[src/rtl/wdog_pkg.sv]
package wdog_pkg;

  // Register byte offsets; software decodes these, so they are fixed.
  localparam int OFS_LOAD   = 'h00;
  localparam int OFS_VALUE  = 'h04;
  localparam int OFS_CTRL   = 'h08;
  localparam int OFS_KICK   = 'h0C;
  localparam int OFS_LOCK   = 'h10;
  localparam int OFS_STATUS = 'h14;

  localparam logic [31:0] UNLOCK_KEY = 32'h1ACC_E551;

  // Status word bit positions
  localparam int ST_BUSY_ANY  = 0;
  localparam int ST_BUSY_LOAD = 1;
  localparam int ST_BUSY_CTRL = 2;
  localparam int ST_WR_ERR    = 3;
  localparam int ST_BITS      = 4;

  // Commit slots
  localparam int SLOT_LOAD = 0;
  localparam int SLOT_CTRL = 1;
  localparam int NUM_SLOTS = 2;

  typedef struct packed {
    logic load;
    logic ctrl;
    logic kick;
    logic lock;
    logic status;
  } wr_strobe_t;

endpackage

[src/rtl/wdog_decode.sv]
module wdog_decode
  import wdog_pkg::*;
#(
  parameter int ADDR_W = 8,
  parameter int DATA_W = 32
) (
  input  logic              clk,
  input  logic              rst,
  input  logic [ADDR_W-1:0] addr,
  input  logic              we,
  input  logic [DATA_W-1:0] wdata,
  output wr_strobe_t        strobe,
  output logic              locked
);

  localparam logic [ADDR_W-1:0] A_LOAD   = ADDR_W'(OFS_LOAD);
  localparam logic [ADDR_W-1:0] A_CTRL   = ADDR_W'(OFS_CTRL);
  localparam logic [ADDR_W-1:0] A_KICK   = ADDR_W'(OFS_KICK);
  localparam logic [ADDR_W-1:0] A_LOCK   = ADDR_W'(OFS_LOCK);
  localparam logic [ADDR_W-1:0] A_STATUS = ADDR_W'(OFS_STATUS);
  localparam logic [DATA_W-1:0] KEY      = DATA_W'(UNLOCK_KEY);

  logic locked_q;

  // Key register: always writable, opens only on the exact key.
  always_ff @(posedge clk) begin
    if (rst) begin
      locked_q <= 1'b0;
    end else if (we && addr == A_LOCK) begin
      locked_q <= (wdata != KEY);
    end
  end

  always_comb begin
    strobe      = '0;
    strobe.lock = we && (addr == A_LOCK);
    if (we && !locked_q) begin
      strobe.load   = (addr == A_LOAD);
      strobe.ctrl   = (addr == A_CTRL);
      strobe.kick   = (addr == A_KICK);
      strobe.status = (addr == A_STATUS);
    end
  end

  assign locked = locked_q;

endmodule

[src/rtl/wdog_commit.sv]
module wdog_commit #(
  parameter int DATA_W     = 32,
  parameter int LATENCY    = 4,
  parameter int NSLOT      = 2,
  parameter int ERR_BIT    = 3
) (
  input  logic              clk,
  input  logic              rst,
  input  logic [NSLOT-1:0]  req,
  input  logic [DATA_W-1:0] wdata,
  input  logic              err_wr,
  output logic [NSLOT-1:0]  busy,
  output logic [NSLOT-1:0]  commit,
  output logic [DATA_W-1:0] commit_data,
  output logic              err
);

  localparam int LAT_W = $clog2(LATENCY + 1);
  localparam logic [LAT_W-1:0] LAT_INIT = LAT_W'(LATENCY);
  localparam logic [LAT_W-1:0] LAT_ONE  = LAT_W'(1);

  logic [LAT_W-1:0]  lat_q;
  logic [DATA_W-1:0] data_q;
  logic              err_q;
  logic              busy_any;
  logic              req_any;
  logic              last;

  assign busy_any = |busy;
  assign req_any  = |req;
  assign last     = (lat_q == LAT_ONE);

  // One busy flag per committed register
  for (genvar i = 0; i < NSLOT; i++) begin : g_slot
    logic slot_busy_q;
    always_ff @(posedge clk) begin
      if (rst) begin
        slot_busy_q <= 1'b0;
      end else if (busy_any) begin
        if (last) slot_busy_q <= 1'b0;
      end else if (req_any) begin
        slot_busy_q <= req[i];
      end
    end
    assign busy[i]   = slot_busy_q;
    assign commit[i] = slot_busy_q & last;
  end

  always_ff @(posedge clk) begin
    if (rst) begin
      lat_q  <= '0;
      data_q <= '0;
      err_q  <= 1'b0;
    end else begin
      if (busy_any) begin
        lat_q <= lat_q - LAT_ONE;
      end else if (req_any) begin
        lat_q  <= LAT_INIT;
        data_q <= wdata;
      end
      if (req_any && busy_any) begin
        err_q <= 1'b1;
      end else if (err_wr && wdata[ERR_BIT]) begin
        err_q <= 1'b0;
      end
    end
  end

  assign commit_data = data_q;
  assign err         = err_q;

endmodule

[src/rtl/wdog_counter.sv]
module wdog_counter #(
  parameter int                DATA_W    = 32,
  parameter logic [DATA_W-1:0] LOAD_INIT = '1
) (
  input  logic              clk,
  input  logic              rst,
  input  logic              commit_load,
  input  logic              commit_ctrl,
  input  logic [DATA_W-1:0] commit_data,
  input  logic              kick,
  output logic [DATA_W-1:0] load_val,
  output logic              enabled,
  output logic [DATA_W-1:0] count,
  output logic              expire
);

  localparam logic [DATA_W-1:0] ONE = DATA_W'(1);

  logic [DATA_W-1:0] load_q;
  logic [DATA_W-1:0] cnt_q;
  logic              en_q;
  logic              exp_q;

  always_ff @(posedge clk) begin
    if (rst) begin
      load_q <= LOAD_INIT;
      cnt_q  <= LOAD_INIT;
      en_q   <= 1'b0;
      exp_q  <= 1'b0;
    end else begin
      exp_q <= 1'b0;
      if (commit_ctrl) en_q <= commit_data[0];
      if (commit_load) begin
        load_q <= commit_data;
        cnt_q  <= commit_data;
      end else if (kick) begin
        cnt_q <= load_q;
      end else if (en_q) begin
        if (cnt_q == '0) begin
          exp_q <= 1'b1;
          cnt_q <= load_q;
        end else begin
          cnt_q <= cnt_q - ONE;
        end
      end
    end
  end

  assign load_val = load_q;
  assign enabled  = en_q;
  assign count    = cnt_q;
  assign expire   = exp_q;

endmodule

[src/rtl/wdog_timer.sv]
module wdog_timer
  import wdog_pkg::*;
#(
  parameter int ADDR_W     = 8,
  parameter int DATA_W     = 32,
  parameter int COMMIT_LAT = 4
) (
  input  logic              clk,
  input  logic              rst,
  input  logic [ADDR_W-1:0] bus_addr,
  input  logic              bus_we,
  input  logic [DATA_W-1:0] bus_wdata,
  output logic [DATA_W-1:0] bus_rdata,
  output logic              rst_req
);

  localparam logic [ADDR_W-1:0] A_LOAD   = ADDR_W'(OFS_LOAD);
  localparam logic [ADDR_W-1:0] A_VALUE  = ADDR_W'(OFS_VALUE);
  localparam logic [ADDR_W-1:0] A_CTRL   = ADDR_W'(OFS_CTRL);
  localparam logic [ADDR_W-1:0] A_LOCK   = ADDR_W'(OFS_LOCK);
  localparam logic [ADDR_W-1:0] A_STATUS = ADDR_W'(OFS_STATUS);

  wr_strobe_t            strobe;
  logic                  locked;
  logic [NUM_SLOTS-1:0]  req;
  logic [NUM_SLOTS-1:0]  busy;
  logic [NUM_SLOTS-1:0]  commit;
  logic [DATA_W-1:0]     commit_data;
  logic                  wr_err;
  logic [DATA_W-1:0]     load_val;
  logic                  enabled;
  logic [DATA_W-1:0]     count;
  logic                  expire;
  logic [DATA_W-1:0]     rdata_q;
  logic [DATA_W-1:0]     rd_mux;
  logic [ST_BITS-1:0]    status_w;

  wdog_decode #(.ADDR_W(ADDR_W), .DATA_W(DATA_W)) u_decode (
    .clk    (clk),
    .rst    (rst),
    .addr   (bus_addr),
    .we     (bus_we),
    .wdata  (bus_wdata),
    .strobe (strobe),
    .locked (locked)
  );

  assign req[SLOT_LOAD] = strobe.load;
  assign req[SLOT_CTRL] = strobe.ctrl;

  wdog_commit #(
    .DATA_W  (DATA_W),
    .LATENCY (COMMIT_LAT),
    .NSLOT   (NUM_SLOTS),
    .ERR_BIT (ST_WR_ERR)
  ) u_commit (
    .clk         (clk),
    .rst         (rst),
    .req         (req),
    .wdata       (bus_wdata),
    .err_wr      (strobe.status),
    .busy        (busy),
    .commit      (commit),
    .commit_data (commit_data),
    .err         (wr_err)
  );

  wdog_counter #(.DATA_W(DATA_W)) u_counter (
    .clk         (clk),
    .rst         (rst),
    .commit_load (commit[SLOT_LOAD]),
    .commit_ctrl (commit[SLOT_CTRL]),
    .commit_data (commit_data),
    .kick        (strobe.kick),
    .load_val    (load_val),
    .enabled     (enabled),
    .count       (count),
    .expire      (expire)
  );

  always_comb begin
    status_w = '0;
    status_w[ST_BUSY_ANY]  = |busy;
    status_w[ST_BUSY_LOAD] = busy[SLOT_LOAD];
    status_w[ST_BUSY_CTRL] = busy[SLOT_CTRL];
    status_w[ST_WR_ERR]    = wr_err;
  end

  always_comb begin
    case (bus_addr)
      A_LOAD:   rd_mux = load_val;
      A_VALUE:  rd_mux = count;
      A_CTRL:   rd_mux = DATA_W'(enabled);
      A_LOCK:   rd_mux = DATA_W'(locked);
      A_STATUS: rd_mux = DATA_W'(status_w);
      default:  rd_mux = '0;
    endcase
  end

  always_ff @(posedge clk) begin
    if (rst) rdata_q <= '0;
    else     rdata_q <= rd_mux;
  end

  assign bus_rdata = rdata_q;
  assign rst_req   = expire;

endmodule

[config.mk]
export PLATFORM = sky130hd
export DESIGN_NAME = wdog_timer
export DESIGN_NICKNAME = d
export VERILOG_FILES = /design/src/rtl/wdog_pkg.sv /design/src/rtl/wdog_decode.sv /design/src/rtl/wdog_commit.sv /design/src/rtl/wdog_counter.sv /design/src/rtl/wdog_timer.sv
export SDC_FILE = /design/constraint.sdc
export NUM_CORES = 1
export LEC_CHECK = 0
export ABC_AREA = 1
export CAP_MARGIN = 20
export CORE_AREA = 10 10 180 148
export DETAILED_ROUTE_END_ITERATION = 6
export DIE_AREA = 0 0 190 158
export HOLD_SLACK_MARGIN = 0.02
export PLACE_DENSITY_LB_ADDON = 0.12
export SYNTH_ARGS = -nofsm -noshare
export SYNTH_HDL_FRONTEND = slang
export SYNTH_SLANG_ARGS = --single-unit
[constraint.sdc]
create_clock -name clk -period 3 [get_ports clk]
set_input_delay 0.45 -clock clk [delete_from_list [all_inputs] [get_ports clk]]
set_output_delay 0.45 -clock clk [all_outputs]
set_load 0.005 [all_outputs]
==> metrics <==
kind of start point of the critical path=flip-flop; number of port buffers=75; total setup violations reported at the end of the flow=0; # Post-CTS Setup Buffers=0; area of the placeable core=23,100 um^2; initial standard-cell utilization of the core=29.4%; most frequent cells in the layout=401 x sky130_fd_sc_hd__nand2_1, 137 x sky130_fd_sc_hd__dfxtp_1, 114 x sky130_fd_sc_hd__inv_1; horizontal die dimension=190 um; height of the die=158 um; number of gates given a new drive strength after cts=0; critical path class=flip-flop to flip-flop; largest net degree at the start of global routing=48; flops & latches, synth=137; number of violations of the max-capacitance limit=0; Buffers & Inverters on Critical Path=1; number of cells on the worst hold path=2; final estimated routing congestion in global placement=0.874; worst ir drop on vdd=0.251 mV; Post-Syn Area=6780 um^2; floorplan die area=30,000 um^2; endpoint kind of the worst setup timing path=flip-flop; required time of the critical path=3.37 ns; end of the worst register-to-register path=u_counter.count[12]$_SDFFE_PP1P_; Net Switching=917 uW; Max-slew headroom=64.9%; proportion of layout cells with a drive suffix above 1=6.67%; power share of the sequential group=44.7%; setup total negative slack=0 ns; Largest delay share family, worst path=simple AND/OR/NAND/NOR gates; delay of the slowest cell on the worst path=0.41 ns; diode insertion count for antenna repair=0; ordered list of cells on the worst path=nor2_1 > nand2_1 > nor2_2 > nand2_1 > o21ai_1 > buf_4 > nand2_1 > nand3_1 > nand2_1 > nand2_1; wire length of the first global-routing pass=35,500 um; type of the most critical hold path=flip-flop to flip-flop; area growth from synthesis to layout=24.8%; Starting DRT DRC Count=432; start point of the worst hold path=u_counter.load_val[5]$_SDFFE_PP1P_; primary flip-flop cell chosen by synthesis mapping=sky130_fd_sc_hd__dfxtp_1; internal power component=3.17 mW; Max Freq=484 MHz; number of global-route vias before repair=6,435; num ports=76; sequential-to-total area share from yosys stat=40.4%; deepest clock path buffer count=2; leakage dissipation=3.67 nW; clock tree from TritonCTS=yes; placed standard-cell area=7880 um^2; power density over cell area=483 nW/um^2; filler instances=2,546; Final Util=36.7%; portion of the clock cycle consumed by the worst path in the final layout=68.9%; fin. max-slew vios=0; HPWL after detailed placement=16,200 um; Avg Synthesized Cell Area=6.32 um^2; Yosys Warn Count=0; total CTS buffers=17; Final Routed Wirelength=22,300 um; most common cell after layout, fill and taps aside=sky130_fd_sc_hd__nand2_1; 1st-pass router iterations=5; synthesized instance count=1,074; Reg2Reg Depth=10; number of enable flip-flop cells after synthesis=0; switching power share of the total=22.4%; reg2reg start=u_counter.count[15]$_SDFFE_PP1P_; Setup Skew=0.00799 ns; CTS root buffer=sky130_fd_sc_hd__clkbuf_16; hold-fix buffers at CTS=0; Vias=6,667; transition time at the pin with the least slew margin=0.527 ns; total global-route track usage=15.0%; critical-path maximum fanout=8; run status=completed; residual overflow from global routing=0; Worst-path clk slew=0.06 ns; share of total power in the clock network=52.0%; Data arrival, critical path=2.43 ns; # clock sinks=137; slack of the worst reg-to-reg path=0.93 ns; Post-Synthesis Net Count=1,121; standard cell with the maximum stage delay on the critical path=sky130_fd_sc_hd__o21ai_1; number of remaining DRC errors=0; combinational share of power=3.3%; Final Hold Fails=0; total number of H-tree levels=4; clock latency reported for the late side of the worst-skew pair=0.43 ns; critical path's most frequent cell=sky130_fd_sc_hd__nand2_1; unrepaired setup endpoints after global routing=no; number of nets with antenna violations after detailed routing=0; Synth async-reset ratio=0%; per-cell via count in the routed design=4.55; initial antenna violation count=0; final standard cell area without fillers=8460 um^2; average detailed-routed wire length per instance=15.2 um; minimum clock period=2.07 ns; layout net count=1,189; count of unique library cells instantiated by Yosys=31; Worst Hold End=bus_rdata[5]$_SDFF_PP0_; # rows=50
-- cells by family after synthesis --
kind of cell	Yosys count	synth area share (%)
compound gates	123	9.30
xor+xnor	10	1.29
buf+inv	180	10.6
fa+ha+maj	4	0.738
flops	137	40.4
simple gates	620	37.6
-- per-stage QoR --
| stage | total power [mW] | hold WS [ns] | worst slack [ns] | instances |
|---|---|---|---|---|
| 6_report | 4.08 | 0.459 | 0.932 | 1466 |
| 5_1_grt | 4.20 | 0.485 | 0.632 | 1466 |
| 4_1_cts | 4.14 | 0.464 | 0.916 | 1466 |
| 3_5_place_dp | 2.00 | 0.457 | 0.541 | 1435 |
| 3_3_place_gp | 2.00 | 0.453 | 0.560 | 1435 |
| 2_1_floorplan | 1.91 | 0.441 | 1.34 | 1074 |
-- worst max-delay path by stage --
| stage | startpoint | to | slack (ns) | depth (start not counted) |
|---|---|---|---|---|
| detailed placement | bus_addr[5] | u_counter.count[11]$_SDFFE_PP1P_ | 0.54 | 12 |
| global placement | bus_addr[5] | u_counter.count[11]$_SDFFE_PP1P_ | 0.56 | 12 |
| finish | u_counter.count[15]$_SDFFE_PP1P_ | u_counter.count[12]$_SDFFE_PP1P_ | 0.93 | 10 |
| floorplan | bus_addr[5] | u_commit.commit_data[10]$_SDFFE_PP0P_ | 1.34 | 9 |
| CTS | u_counter.count[0]$_SDFFE_PP1P_ | u_counter.count[30]$_SDFFE_PP1P_ | 0.92 | 12 |
| global route | u_counter.count[0]$_SDFFE_PP1P_ | u_counter.count[22]$_SDFFE_PP1P_ | 0.63 | 12 |
-- worst register-to-register path: cells and delay by family, from the launching register on --
family	cells	cell delay, ns
DFF	1	0.37
and+or+nand+nor	8	0.96
AOI/OAI and AO/OA	1	0.41
buffers and inverters	1	0.27
-- power by group through the flow --
stage	Combinational, mW	Sequential, mW	Clock (mW)
after floorplan	0.0479	1.86	0
after global placement	0.136	1.86	0
after detailed placement	0.136	1.86	0
after CTS	0.136	1.82	2.18
after global routing	0.147	1.82	2.23
final	0.135	1.82	2.13
-- registers in the layout, summed over array words and instances, names as in the netlist --
name                         cells
u_commit.g_slot.slot_busy_q      2
u_commit.commit_data            32
u_counter.load_val              32
u_counter.expire                 1
u_counter.enabled                1
bus_rdata                       32
u_decode.locked                  1
u_counter.count                 32
u_commit.lat_q                   3
u_commit.err                     1
-- synthesized netlist by cell type (3+ instances only) --
master | number | area share [%]
sky130_fd_sc_hd__nand3_1 | 110 | 8.1
sky130_fd_sc_hd__nand2_1 | 401 | 22
sky130_fd_sc_hd__inv_2 | 11 | 0.61
sky130_fd_sc_hd__a21oi_1 | 73 | 5.4
sky130_fd_sc_hd__nor2_1 | 79 | 4.4
sky130_fd_sc_hd__buf_2 | 15 | 1.1
sky130_fd_sc_hd__clkbuf_1 | 23 | 1.3
sky130_fd_sc_hd__nor4_1 | 3 | 0.28
sky130_fd_sc_hd__buf_1 | 3 | 0.17
sky130_fd_sc_hd__o21ai_0 | 40 | 3.0
sky130_fd_sc_hd__clkinv_1 | 9 | 0.50
sky130_fd_sc_hd__nor2_2 | 7 | 0.65
sky130_fd_sc_hd__nand4_1 | 11 | 1.0
sky130_fd_sc_hd__ha_1 | 4 | 0.74
sky130_fd_sc_hd__buf_6 | 3 | 0.50
sky130_fd_sc_hd__dfxtp_1 | 137 | 40
sky130_fd_sc_hd__nand2_2 | 4 | 0.37
sky130_fd_sc_hd__inv_1 | 114 | 6.3
sky130_fd_sc_hd__o21ai_1 | 4 | 0.30
sky130_fd_sc_hd__xor2_1 | 9 | 1.2
-- layer usage --
metal | wire length [um] | vias to the layer above | global-route usage (%) | share of wire, %
li1 | - | 3495 | - | -
met1 | 11900 | 3011 | 22.0 | 53
met2 | 8980 | 142 | 21.1 | 40
met3 | 1130 | 19 | 3.23 | 5.1
met4 | 298 | 0 | 4.68 | 1.3
met5 | 0 | - | 0 | 0
-- area by class of cell --
cell class | instances | area [um^2] | area share, %
multi-input combinational | 757 | 3330 | 39.3
timing repair buffer | 94 | 906 | 10.7
clock inverter | 11 | 123 | 1.45
tap | 312 | 390 | 4.61
inverter | 135 | 508 | 6.00
sequential | 137 | 2740 | 32.4
clock buffer | 20 | 467 | 5.51
Note: power is estimated with default switching activity, not from simulation.
